$ cat src/rtl/mdio_pkg.sv
package mdio_pkg;
  localparam int FRAME_W   = 32;
  localparam int PRE_BITS  = 32;
  localparam int SLOTS     = PRE_BITS + FRAME_W;
  localparam int CNT_W     = $clog2(SLOTS);
  localparam int TA_SLOT   = 15;  // frame slot where the PHY takes over on reads
  localparam int DATA_SLOT = 16;  // first slot of returned data
  localparam int KIND_BIT  = 30;  // 1: short frame, 0: extended frame
  localparam int OP_HI     = 29;
  localparam int OP_LO     = 28;

  function automatic logic frame_is_read(input logic [FRAME_W-1:0] w);
    logic [1:0] op;
    op = w[OP_HI:OP_LO];
    return w[KIND_BIT] ? (op == 2'b10) : op[1];
  endfunction
endpackage

$ cat src/rtl/mdio_mdc_gen.sv
module mdio_mdc_gen #(
  parameter int DIV_W = 8
) (
  input  logic             clk,
  input  logic             rst_n,
  input  logic             en_i,
  input  logic [DIV_W-1:0] half_i,
  output logic             mdc_o,
  output logic             rise_o,
  output logic             fall_o
);
  logic [DIV_W-1:0] cnt_q;
  logic [DIV_W-1:0] half_eff;
  logic             wrap;
  logic             mdc_q;

  assign half_eff = (half_i == '0) ? DIV_W'(1) : half_i;
  assign wrap     = en_i && (cnt_q == half_eff - DIV_W'(1));
  assign rise_o   = wrap && !mdc_q;
  assign fall_o   = wrap && mdc_q;
  assign mdc_o    = mdc_q;

  always_ff @(posedge clk) begin
    if (!rst_n || !en_i) begin
      cnt_q <= '0;
      mdc_q <= 1'b0;
    end else if (wrap) begin
      cnt_q <= '0;
      mdc_q <= ~mdc_q;
    end else begin
      cnt_q <= cnt_q + DIV_W'(1);
    end
  end

  assert_mdc_parked_R3: assert property (@(posedge clk) disable iff (!rst_n)
    !en_i |=> !mdc_q);
endmodule

$ cat src/rtl/mdio_frame_shifter.sv
module mdio_frame_shifter
  import mdio_pkg::*;
(
  input  logic               clk,
  input  logic               rst_n,
  input  logic               start_i,
  input  logic [FRAME_W-1:0] word_i,
  input  logic               rise_i,
  input  logic               fall_i,
  input  logic               mdio_i,
  output logic [FRAME_W-1:0] shreg_o,
  output logic               mdio_o,
  output logic               oe_o,
  output logic               busy_o,
  output logic               end_o
);
  logic [FRAME_W-1:0] shreg_q;
  logic [CNT_W-1:0]   bitcnt_q;
  logic               busy_q, rd_q, o_q, oe_q;

  logic               in_frame, capture, last;
  logic [CNT_W-1:0]   slot, next_cnt, next_slot;
  logic               next_pre, next_oe;

  assign in_frame  = bitcnt_q >= CNT_W'(PRE_BITS);
  assign slot      = bitcnt_q - CNT_W'(PRE_BITS);
  assign capture   = rd_q && in_frame && (slot >= CNT_W'(DATA_SLOT));
  assign last      = bitcnt_q == CNT_W'(SLOTS - 1);
  assign next_cnt  = bitcnt_q + CNT_W'(1);
  assign next_pre  = next_cnt < CNT_W'(PRE_BITS);
  assign next_slot = next_cnt - CNT_W'(PRE_BITS);
  assign next_oe   = next_pre || !(rd_q && (next_slot >= CNT_W'(TA_SLOT)));
  assign end_o     = busy_q && fall_i && last;

  always_ff @(posedge clk) begin
    if (!rst_n) begin
      shreg_q  <= '0;
      bitcnt_q <= '0;
      busy_q   <= 1'b0;
      rd_q     <= 1'b0;
      o_q      <= 1'b0;
      oe_q     <= 1'b0;
    end else if (start_i) begin
      shreg_q  <= word_i;
      bitcnt_q <= '0;
      busy_q   <= 1'b1;
      rd_q     <= frame_is_read(word_i);
      o_q      <= 1'b1;
      oe_q     <= 1'b1;
    end else if (busy_q) begin
      if (rise_i && in_frame) begin
        shreg_q <= {shreg_q[FRAME_W-2:0], capture ? mdio_i : shreg_q[FRAME_W-1]};
      end
      if (fall_i) begin
        if (last) begin
          busy_q <= 1'b0;
          o_q    <= 1'b0;
          oe_q   <= 1'b0;
        end else begin
          bitcnt_q <= next_cnt;
          o_q      <= next_pre ? 1'b1 : shreg_q[FRAME_W-1];
          oe_q     <= next_oe;
        end
      end
    end
  end

  assign shreg_o = shreg_q;
  assign mdio_o  = o_q;
  assign oe_o    = oe_q;
  assign busy_o  = busy_q;

  assert_preamble_ones_R4: assert property (@(posedge clk) disable iff (!rst_n)
    (busy_q && !in_frame) |-> (o_q && oe_q));
  assert_drive_unless_read_R6: assert property (@(posedge clk) disable iff (!rst_n)
    (busy_q && !rd_q) |-> oe_q);
  assert_idle_released_R9: assert property (@(posedge clk) disable iff (!rst_n)
    !busy_q |-> !oe_q);
endmodule

$ cat src/rtl/mdio_mgmt_engine.sv
module mdio_mgmt_engine
  import mdio_pkg::*;
#(
  parameter int DIV_W = 8
) (
  input  logic               clk,
  input  logic               rst_n,
  input  logic [DIV_W-1:0]   mdc_half,
  input  logic               wr_valid,
  output logic               wr_ready,
  input  logic [FRAME_W-1:0] wr_data,
  output logic [FRAME_W-1:0] rd_data,
  output logic               done,
  output logic               irq,
  output logic               mdc,
  output logic               mdio_o,
  output logic               mdio_oe,
  input  logic               mdio_i
);
  logic busy, rise, fall, finish, start;
  logic done_q, irq_q;

  assign wr_ready = !busy;
  assign start    = wr_valid && wr_ready;

  mdio_mdc_gen #(.DIV_W(DIV_W)) u_mdc (
    .clk    (clk),
    .rst_n  (rst_n),
    .en_i   (busy),
    .half_i (mdc_half),
    .mdc_o  (mdc),
    .rise_o (rise),
    .fall_o (fall)
  );

  mdio_frame_shifter u_shift (
    .clk     (clk),
    .rst_n   (rst_n),
    .start_i (start),
    .word_i  (wr_data),
    .rise_i  (rise),
    .fall_i  (fall),
    .mdio_i  (mdio_i),
    .shreg_o (rd_data),
    .mdio_o  (mdio_o),
    .oe_o    (mdio_oe),
    .busy_o  (busy),
    .end_o   (finish)
  );

  always_ff @(posedge clk) begin
    if (!rst_n) begin
      done_q <= 1'b0;
      irq_q  <= 1'b0;
    end else begin
      irq_q <= finish;
      if (start)       done_q <= 1'b0;
      else if (finish) done_q <= 1'b1;
    end
  end

  assign done = done_q;
  assign irq  = irq_q;

  assert_start_clears_done_R2: assert property (@(posedge clk) disable iff (!rst_n)
    start |=> (!done && !wr_ready));
  assert_out_moves_on_fall_R5: assert property (@(posedge clk) disable iff (!rst_n)
    (busy && $past(busy) && !$stable(mdio_o)) |-> $fell(mdc));
  assert_irq_single_R9: assert property (@(posedge clk) disable iff (!rst_n)
    irq |=> !irq);
  assert_irq_with_done_R9: assert property (@(posedge clk) disable iff (!rst_n)
    irq |-> (done && wr_ready));
endmodule

$ cat config.mk
export PLATFORM = sky130hd
export DESIGN_NAME = mdio_mgmt_engine
export DESIGN_NICKNAME = d
export VERILOG_FILES = /design/src/rtl/mdio_pkg.sv /design/src/rtl/mdio_mdc_gen.sv /design/src/rtl/mdio_frame_shifter.sv /design/src/rtl/mdio_mgmt_engine.sv
export SDC_FILE = /design/constraint.sdc
export NUM_CORES = 1
export LEC_CHECK = 0
export BUFFER_PORTS_ARGS = -buffer_cell sky130_fd_sc_hd__buf_2
export CAP_MARGIN = 20
export CORE_MARGIN = 4
export CORE_UTILIZATION = 48
export DETAILED_ROUTE_END_ITERATION = 10
export GPL_TIMING_DRIVEN = 0
export PLACE_DENSITY = 0.76
export SLEW_MARGIN = 40
export SYNTH_ARGS = -nofsm -noshare
export SYNTH_HDL_FRONTEND = slang
export SYNTH_SLANG_ARGS = --single-unit
$ cat constraint.sdc
create_clock -name clk -period 2.7 [get_ports clk]
set_input_delay 0.27 -clock clk [delete_from_list [all_inputs] [get_ports clk]]
set_output_delay 0.27 -clock clk [all_outputs]
set_load 0.01 [all_outputs]
==> flow_summary.yaml, run 1 <==
synth:
  ys_seq_area_frac: 0.3357
  yosys_register_bits: 53
  yosys-top-cells-area: "dfxtp_1 (34%), a211oi_2 (11%), a21boi_0 (7.1%)"
  syn_inst: 360
  ys.flop_type: "dfxtp_1"
  yosys_warnings: 0
  synthesis.nets: 409
  post_synth.cell_area_avg_um2: 8.779
  synth_most_common_cell: "dfxtp_1"
  synth_common_cells: "dfxtp_1 (53), nor2_1 (46), o21ai_0 (37)"
  synth_async_sr_flop_share: 0
  synth_enable_flop_cells: 0
  synth_top_cell_by_area: "dfxtp_1"
  syn_area_mm2: 0.003161
  ys_types: 57
  yosysTopAreaCellShare: 0.3357
place:
  place_ws_ps: -580.9
  place_hpwl_um: 6113
  placed_area_mm2: 0.003666
  gp_congestion: 0.8935
  port_buffers: 80
  placed_cells: 517
floorplan:
  die_w_um: 89.15
  num_rows: 29
  die_area_mm2: 0.007947
  start_util: 0.4949
  io_pins: 82
  die_h_um: 89.15
  coreArea_mm2: 0.006386
cells_and_area:
  instances_no_fill: 533
  area_growth_pct: 24.03
  fill_cells: 574
  nNetsFinal: 504
  drive_above_1_share: 0.3377
  final_area_mm2: 0.003920
  diodes: 0
  utilization: 0.6138
critical_path:
  critPathKind: "input pin to register"
  startpoint_type: "input pin"
  critPathArrivalTime_ps: 2920
  crit_required_ps: 2910
  crit_fanout: 8
  startpoint: "mdc_half[2]"
  timing.rr.start: "u_mdc.cnt_q[3]"
  endpoint_kind: "register"
power_and_ir_drop:
  seq_power_share: 0.503
  p_leak_nw: 1.579
  peakVddDrop_v: 0.0003185
  combPwrFrac: 0.216
  p_switching_mw: 0.5307
  powerDensity_mw_per_mm2: 430.6
  p_int_mw: 1.157
  p_clk_frac: 0.281
  switching_share: 0.3144
drt:
  vias: 3023
  wirelength_um: 8364
  vias_per_cell: 5.672
  drt.antenna.violating_nets: 0
  wl_per_cell_um: 15.69
  drt-initial-drc-count: 216
  dr.pass1.iters: 4
  drc: 0
global_route:
  grt_pass1_vias: 2867
  grt_use_met2: 0.3376
  grt_use_met1: 0.2814
  use_met3: 0.03410
  grt_pass1_wl_um: 13210
  grt_antenna_before_repair: 0
  grt_max_degree: 18
  top_usage_layer: "met2"
  gr-total-overflow: 0
  grt_usage: 0.2040
worst_hold_path:
  hold_start: "wr_data[0]"
  hold_class: "input pin to register"
cts:
  cts_root_buf: "clkbuf_8"
  path_clk_slew_ps: 110
  clkLatencyLatePin_ps: 320
  cts.path.max_buffers: 2
  cts_hold_buf: 0
  cts_tree: "built"
  cts_buffers: 5
  numClockSinks: 53
  cts-htree-levels: 2
timing:
  slew_viol_final: 0
  slew_headroom: 0.6960
  fin_crit_ps: 2712
  timing.fmax_mhz: 368.8
  max_slew.worst_pin.slew_ps: 456.0
  fin_tns_setup_ps: -15.75
  min_period_over_period: 1.004
  skew_ps: 13.20
  rsz0062_at_grt: "true"
  layout_setup_ws_ps: -11.83
  finalSetupViolCount: 2
  finalHoldViolCount: 0
job:
  max-cap-violations: 0
status:
  violations: "negative setup slack"
  outcome: "complete, but fails checks"
## per-stage QoR
stage / hold WS [ps] / power, mW
after global routing: 199.2 / 1.764
after global placement: 437.5 / 1.210
after CTS: 182.4 / 1.682
after floorplan: 418.1 / 1.089
after detailed placement: 446.1 / 1.217
final: 178.4 / 1.688
## placed cells by master (no fill, tap or decap), drive strengths merged, types with 7 or more instances in the layout
| cell | netlist | layout |
|---|---|---|
| nand2 | 15 | 15 |
| inv | 11 | 12 |
| a21oi | 7 | 7 |
| clkbuf | 19 | 25 |
| a21boi | 31 | 31 |
| buf | 8 | 95 |
| a211oi | 35 | 35 |
| dfxtp | 53 | 53 |
| nor2 | 46 | 46 |
| o21ai | 37 | 37 |
| nand3 | 15 | 15 |
## power groups by stage
stage               clock [mW]  combinational [mW]  sequential [mW]
floorplan                    0               0.206            0.884
global placement             0               0.343            0.866
detailed placement           0               0.349            0.868
CTS                      0.479               0.353            0.849
global route             0.505               0.405            0.855
finish                   0.474               0.365            0.849
## flip-flops by register name, indices dropped and copies added (netlist names)
register,flops
u_shift.shreg_o,32
u_mdc.cnt_q,8
u_shift.bitcnt_q,6
done,1
irq,1
u_mdc.mdc_o,1
u_shift.busy_o,1
u_shift.mdio_o,1
u_shift.oe_o,1
u_shift.rd_q,1
## worst max-delay path, stage by stage
cell and delay [ps]:
buf_12 100, nor4_4 330, a21oi_2 120, ha_4 270, xor2_1 140, o2111ai_1 130
or4_4 580, buf_6 150, nor4b_4 330, buf_4 220, nand4_1 120, mux2i_1 150
## repair_timing
item / in CTS / in global routing
resized for setup: 4 / 21
cloned: 0 / 1
pin swaps: 3 / 11
endpoints found under the setup margin: 39 / 32
buffers inserted: 3 / 4
## cell families (layout without fill, tap and decap cells)
family / count (synthesis) / after routing / synth area share
AO/OA/AOI/OAI: 132 / 132 / 0.3409
multiplexers: 6 / 6 / 0.02336
flip-flops: 53 / 53 / 0.3357
XOR/XNOR: 11 / 11 / 0.03048
buffers and inverters: 38 / 134 / 0.05859
adder cells (fa/ha/maj): 5 / 5 / 0.01979
AND/OR/NAND/NOR: 115 / 115 / 0.1912
## final cells by class
class | count | area [um2] | area share
Multi-Input combinational cell | 269 | 1959 | 0.4998
Sequential cell | 53 | 1061 | 0.2707
Timing Repair Buffer | 88 | 488.0 | 0.1245
Buffer | 27 | 183.9 | 0.04692
Tap cell | 77 | 96.34 | 0.02458
Clock buffer | 5 | 68.82 | 0.01756
Inverter | 11 | 41.29 | 0.01053
Clock inverter | 3 | 21.27 | 0.005426
## path summary, 6_finish.rpt
path	cells past startpoint	slack, ps	to
worst max-delay path	12	-10	u_shift.bitcnt_q[5]
worst min-delay path	3	180	u_shift.shreg_o[0]
worst max register to register	8	210	u_shift.bitcnt_q[5]
worst min register to register	2	460	done
## layer usage
layer	wire length (um)	vias up
met4	89	0
met1	3881	1430
met2	3937	81
met5	0	-
met3	456	8
li1	-	1504
Note: power is estimated with default switching activity, not from simulation.
==> run 2, diff against run 1 <==
--- a/config.mk
+++ b/config.mk
@@ -9,9 +9,11 @@
 export CAP_MARGIN = 20
 export CORE_MARGIN = 4
 export CORE_UTILIZATION = 48
+export CTS_CLUSTER_SIZE = 25
 export DETAILED_ROUTE_END_ITERATION = 10
 export GPL_TIMING_DRIVEN = 0
-export PLACE_DENSITY = 0.76
+export PLACE_DENSITY = 0.88
+export REMOVE_ABC_BUFFERS = 1
 export SLEW_MARGIN = 40
 export SYNTH_ARGS = -nofsm -noshare
 export SYNTH_HDL_FRONTEND = slang
==> flow_summary.yaml, run 2 (same netlist as run 1, synthesis figures left out) <==
status:
  outcome: "completed"
cells_and_area:
  utilization: 0.5991
  nNetsFinal: 484
  fill_cells: 543
  mostFrequentLayoutCell: "buf_2"
  area_growth_pct: 21.06
  final_cell_mix: "buf_2 (79), dfxtp_1 (53), nor2_1 (46), o21ai_0 (37)"
  largest_register_ffs: 32
  diodes: 0
  drive_above_1_share: 0.3486
global_route:
  grt_pass1_vias: 2759
  grt_pass1_wl_um: 13010
  grt_max_degree: 43
  grt_usage: 0.2020
  gr-total-overflow: 0
  grt_antenna_before_repair: 0
timing:
  timing.fmax_mhz: 393.4
  slew_headroom: 0.4686
  skew_ps: 11.85
  layout_setup_ws_ps: 158.3
  min_period_over_period: 0.9414
  finalSetupViolCount: 0
  rsz0062_at_grt: "false"
  fin_crit_ps: 2542
  finalHoldViolCount: 0
  slew_viol_final: 0
  max_slew.worst_pin.slew_ps: 788.8
floorplan:
  die_h_um: 89.15
  num_rows: 29
  coreArea_mm2: 0.006386
  die_area_mm2: 0.007947
  io_pins: 82
  die_w_um: 89.15
  start_util: 0.4949
place:
  place_ws_ps: -857.1
  place_hpwl_um: 5646
  port_buffers: 81
  gp_congestion: 0.9184
drt:
  wl_per_cell_um: 16.61
  drt.antenna.violating_nets: 0
  vias_per_cell: 5.969
  drc: 0
  dr.pass1.iters: 4
  wirelength_um: 8520
  drt-initial-drc-count: 201
  vias: 3062
power_and_ir_drop:
  p_leak_nw: 1.542
  peakVddDrop_v: 0.0002746
  powerDensity_mw_per_mm2: 437.6
worst_hold_path:
  hold_class: "input pin to register"
  hold_depth: 3
critical_path:
  startpoint_type: "input pin"
  crit_required_ps: 2900
  critPathArrivalTime_ps: 2740
  rr_worst_depth: 7
  crit_fanout: 4
  endpoint_kind: "register"
  critPathKind: "input pin to register"
cts:
  cts_buffers: 5
  cts_tree: "built"
  path_clk_slew_ps: 100
  clkLatencyLatePin_ps: 310
  cts-htree-levels: 2
  cts_root_buf: "clkbuf_8"
  cts_hold_buf: 0
  numClockSinks: 53
  cts.path.max_buffers: 2
job:
  max-cap-violations: 0
## run 2: metrics by stage
stage	hold slack [ps]	instances	TNS [ps]	instance area [um2]	power [mW]
after floorplan	401.2	333	-42740	3017	1.073
after global placement	439.0	491	-81760	3518	1.192
after detailed placement	454.4	495	-33580	3596	1.216
after CTS	209.4	508	-15.54	3735	1.668
after global routing	223.4	513	0	3826	1.747
final	218.6	513	0	3826	1.674
## run 2: metal layers
metal  track usage  routed length, um
met2        0.3409               4014
met3       0.04332                740
met4       0.04060                146
met1        0.2667               3618
met5             0                  0
## run 2: timing repair
item	in CTS	in global routing
buffers inserted	4	2
cloned	1	3
pin swaps	3	13
gates resized for setup	3	14
endpoints found under the setup margin	45	52
## run 2: cell type report
| cell class | instances | area, um2 | share of cell area |
|---|---|---|---|
| clock buffer | 6 | 72.57 | 0.01897 |
| clock inverter | 2 | 13.76 | 0.003597 |
| inverter | 11 | 41.29 | 0.01079 |
| multi-input combinational | 273 | 1993 | 0.5209 |
| sequential | 53 | 1061 | 0.2773 |
| tap | 77 | 96.34 | 0.02518 |
| timing repair buffer | 91 | 548.0 | 0.1432 |
## run 2: final timing paths
path / from / end / slack, ps
worst max-delay path: mdc_half[4] / u_shift.bitcnt_q[0] / 160
worst min-delay path: wr_data[0] / u_shift.shreg_o[0] / 220
worst max register to register: u_mdc.cnt_q[3] / u_shift.shreg_o[15] / 290
worst min register to register: done / done / 470
## run 2: worst max-delay path, stage by stage
cell       delay, ps
buf_6            110
nor4_4           340
a21oi_2          100
ha_1             290
xor2_1           150
o2111ai_1        130
or4_4            560
nor4b_4          310
nand3_2          160
mux2_4           330
## run 2: report_power, final
group,switching [mW],internal (mW)
clock network,0.278,0.186
logic,0.215,0.146
registers,0.0259,0.824
total,0.519,1.16
==> run 3, diff against run 2 <==
--- a/config.mk
+++ b/config.mk
@@ -8,7 +8,7 @@
 export BUFFER_PORTS_ARGS = -buffer_cell sky130_fd_sc_hd__buf_2
 export CAP_MARGIN = 20
 export CORE_MARGIN = 4
-export CORE_UTILIZATION = 48
+export CORE_UTILIZATION = 47
 export CTS_CLUSTER_SIZE = 25
 export DETAILED_ROUTE_END_ITERATION = 10
 export GPL_TIMING_DRIVEN = 0
@@ -17,4 +17,5 @@
 export SLEW_MARGIN = 40
 export SYNTH_ARGS = -nofsm -noshare
 export SYNTH_HDL_FRONTEND = slang
+export SYNTH_HIERARCHICAL = 1
 export SYNTH_SLANG_ARGS = --single-unit
==> flow_summary.yaml, run 3 <==
cts:
  numClockSinks: 53
  cts_buffers: 5
  clkLatencyLatePin_ps: 300
  cts_root_buf: "clkbuf_8"
  cts_hold_buf: 0
  path_clk_slew_ps: 100
  cts_tree: "built"
  cts.path.max_buffers: 2
  cts-htree-levels: 2
synth:
  synth_common_cells: "dfxtp_1 (53), nand2_1 (38), and2_1 (35)"
  syn_area_mm2: 0.002979
  synth_async_sr_flop_share: 0
  yosysTopAreaCellShare: 0.3562
  ys.flop_type: "dfxtp_1"
  yosys_register_bits: 53
  synth_enable_flop_cells: 0
  synth_top_cell_by_area: "dfxtp_1"
  ys_seq_area_frac: 0.3562
  synth_most_common_cell: "dfxtp_1"
  yosys-top-cells-area: "dfxtp_1 (36%), mux2i_1 (11%), and2_1 (7.3%)"
  post_synth.cell_area_avg_um2: 8.660
  ys_types: 58
  yosys_warnings: 6
  syn_inst: 344
timing:
  finalSetupViolCount: 42
  slew_headroom: 0.5663
  holdWs_ps: 201.4
  finalHoldViolCount: 0
  rsz0062_at_grt: "true"
  timing.fmax_mhz: 331.5
  layout_setup_ws_ps: -316.7
  skew_ps: 8.391
  fin_crit_ps: 3017
  max_slew.worst_pin.slew_ps: 649.6
  min_period_over_period: 1.117
  slew_viol_final: 0
floorplan:
  die_area_mm2: 0.007676
  coreArea_mm2: 0.006026
  start_util: 0.4944
  die_w_um: 87.62
  die_h_um: 87.62
  num_rows: 28
  io_pins: 82
critical_path:
  startpoint_type: "input pin"
  endpoint_kind: "register"
  critPathArrivalTime_ps: 3230
  critPathKind: "input pin to register"
  crit_fanout: 16
  crit_required_ps: 2910
global_route:
  grt_pass1_vias: 2666
  gr-total-overflow: 0
  grt_max_degree: 42
  grt_usage: 0.1966
  grt_antenna_before_repair: 0
  grt_pass1_wl_um: 12130
power_and_ir_drop:
  seq_power_share: 0.507
  combPwrFrac: 0.160
  switching_share: 0.2581
  p_leak_nw: 1.812
  power_mw: 1.677
  p_switching_mw: 0.4329
  p_int_mw: 1.244
  p_clk_frac: 0.333
  peakVddDrop_v: 0.0005218
  powerDensity_mw_per_mm2: 440.7
status:
  outcome: "complete, but fails checks"
  violations: "negative setup slack"
cells_and_area:
  nNetsFinal: 482
  instances_no_fill: 509
  fill_cells: 499
  area_growth_pct: 27.76
  largest_register_ffs: 32
  diodes: 0
  drive_above_1_share: 0.2972
  mostFrequentLayoutCell: "buf_2"
  final_cell_mix: "buf_2 (79), dfxtp_1 (52), nand2_1 (38)"
  utilization: 0.6316
place:
  placed_cells: 485
  port_buffers: 81
  place_hpwl_um: 4923
  gp_congestion: 0.9040
  place_ws_ps: -1396
drt:
  vias_per_cell: 5.466
  drt-initial-drc-count: 156
  dr.pass1.iters: 4
  wl_per_cell_um: 14.68
  drt.antenna.violating_nets: 0
  drc: 0
  vias: 2782
  wirelength_um: 7473
worst_hold_path:
  hold_class: "input pin to register"
job:
  max-cap-violations: 0
-- run 3: cell types whose count changed after synthesis, sizes merged, moves of 3 or more --
cell    before  now
nor2        46   14
xor2         5    9
and3         6    2
and2         5   35
clkbuf      19    8
a21boi      31    2
nand4        5    1
a211oi      35    4
nand3       15   12
nand2       15   39
a21oi        7   11
nor3         3   11
mux2i        5   34
-- run 3: worst max-delay path, cell delays in order --
cell,delay (ps)
buf_8,100
nor4_4,290
a21oi_1,100
ha_1,320
xor2_2,190
o2111ai_2,140
or4b_4,510
nor4b_4,280
and2b_2,230
buf_4,130
nand3_4,80
buf_12,200
mux2i_1,160
o21ai_1,70
and2_1,150
-- run 3: worst paths after layout --
check / slack, ps / endpoint / startpoint / cells after the start
min reg2reg: 540 / u_mdc/mdc_o / u_mdc/mdc_o / 2
max: -320 / u_shift/shreg_o[2] / mdc_half[5] / 15
max reg2reg: -240 / u_shift/shreg_o[2] / u_shift/busy_o / 11
min: 200 / u_shift/shreg_o[0] / wr_data[0] / 3
-- run 3: power groups by stage --
stage                     logic, mW  registers [mW]  clock network (mW)
after floorplan               0.128           0.875                   0
after global placement        0.239           0.864                   0
after detailed placement      0.255           0.865                   0
after CTS                     0.262           0.849               0.575
after global routing          0.300           0.857               0.599
final                         0.268           0.851               0.559
-- run 3: layer usage --
layer  GRT usage  routed length [um]
met2      0.3370                3605
met4     0.06974                 172
met5           0                   0
met3     0.06021                 602
met1      0.2321                3094
-- run 3: repair_timing --
action,4_1_cts,5_1_grt
gates cloned,2,0
pin swaps,4,10
resized for setup,17,11
endpoints found under the setup margin,43,50
buffers inserted,11,4
-- run 3: area by class of cell --
type                       instances  area (um2)  area share
tap                               75       93.84     0.02465
clock inverter                     2       37.54    0.009862
sequential                        53        1062      0.2791
clock buffer                       6       82.58     0.02170
multi-input combinational        266        1872      0.4918
timing repair buffer              98       624.3      0.1640
inverter                           9       33.78    0.008876
-- run 3: kinds of logic after synthesis --
group / share of synthesized area
multiplexers: 0.1180
buffers and inverters: 0.04578
AND/OR/NAND/NOR: 0.2659
flip-flops: 0.3562
adder cells (fa/ha/maj): 0.02100
XOR/XNOR: 0.04704
AO/OA/AOI/OAI: 0.1462
-- run 3: metrics by stage --
stage	area [um2]	TNS, ps
2_1_floorplan	2877	-27750
3_3_place_gp	3376	-53450
3_5_place_dp	3406	-53980
4_1_cts	3727	-12290
5_1_grt	3806	-15810
6_report	3806	-10790
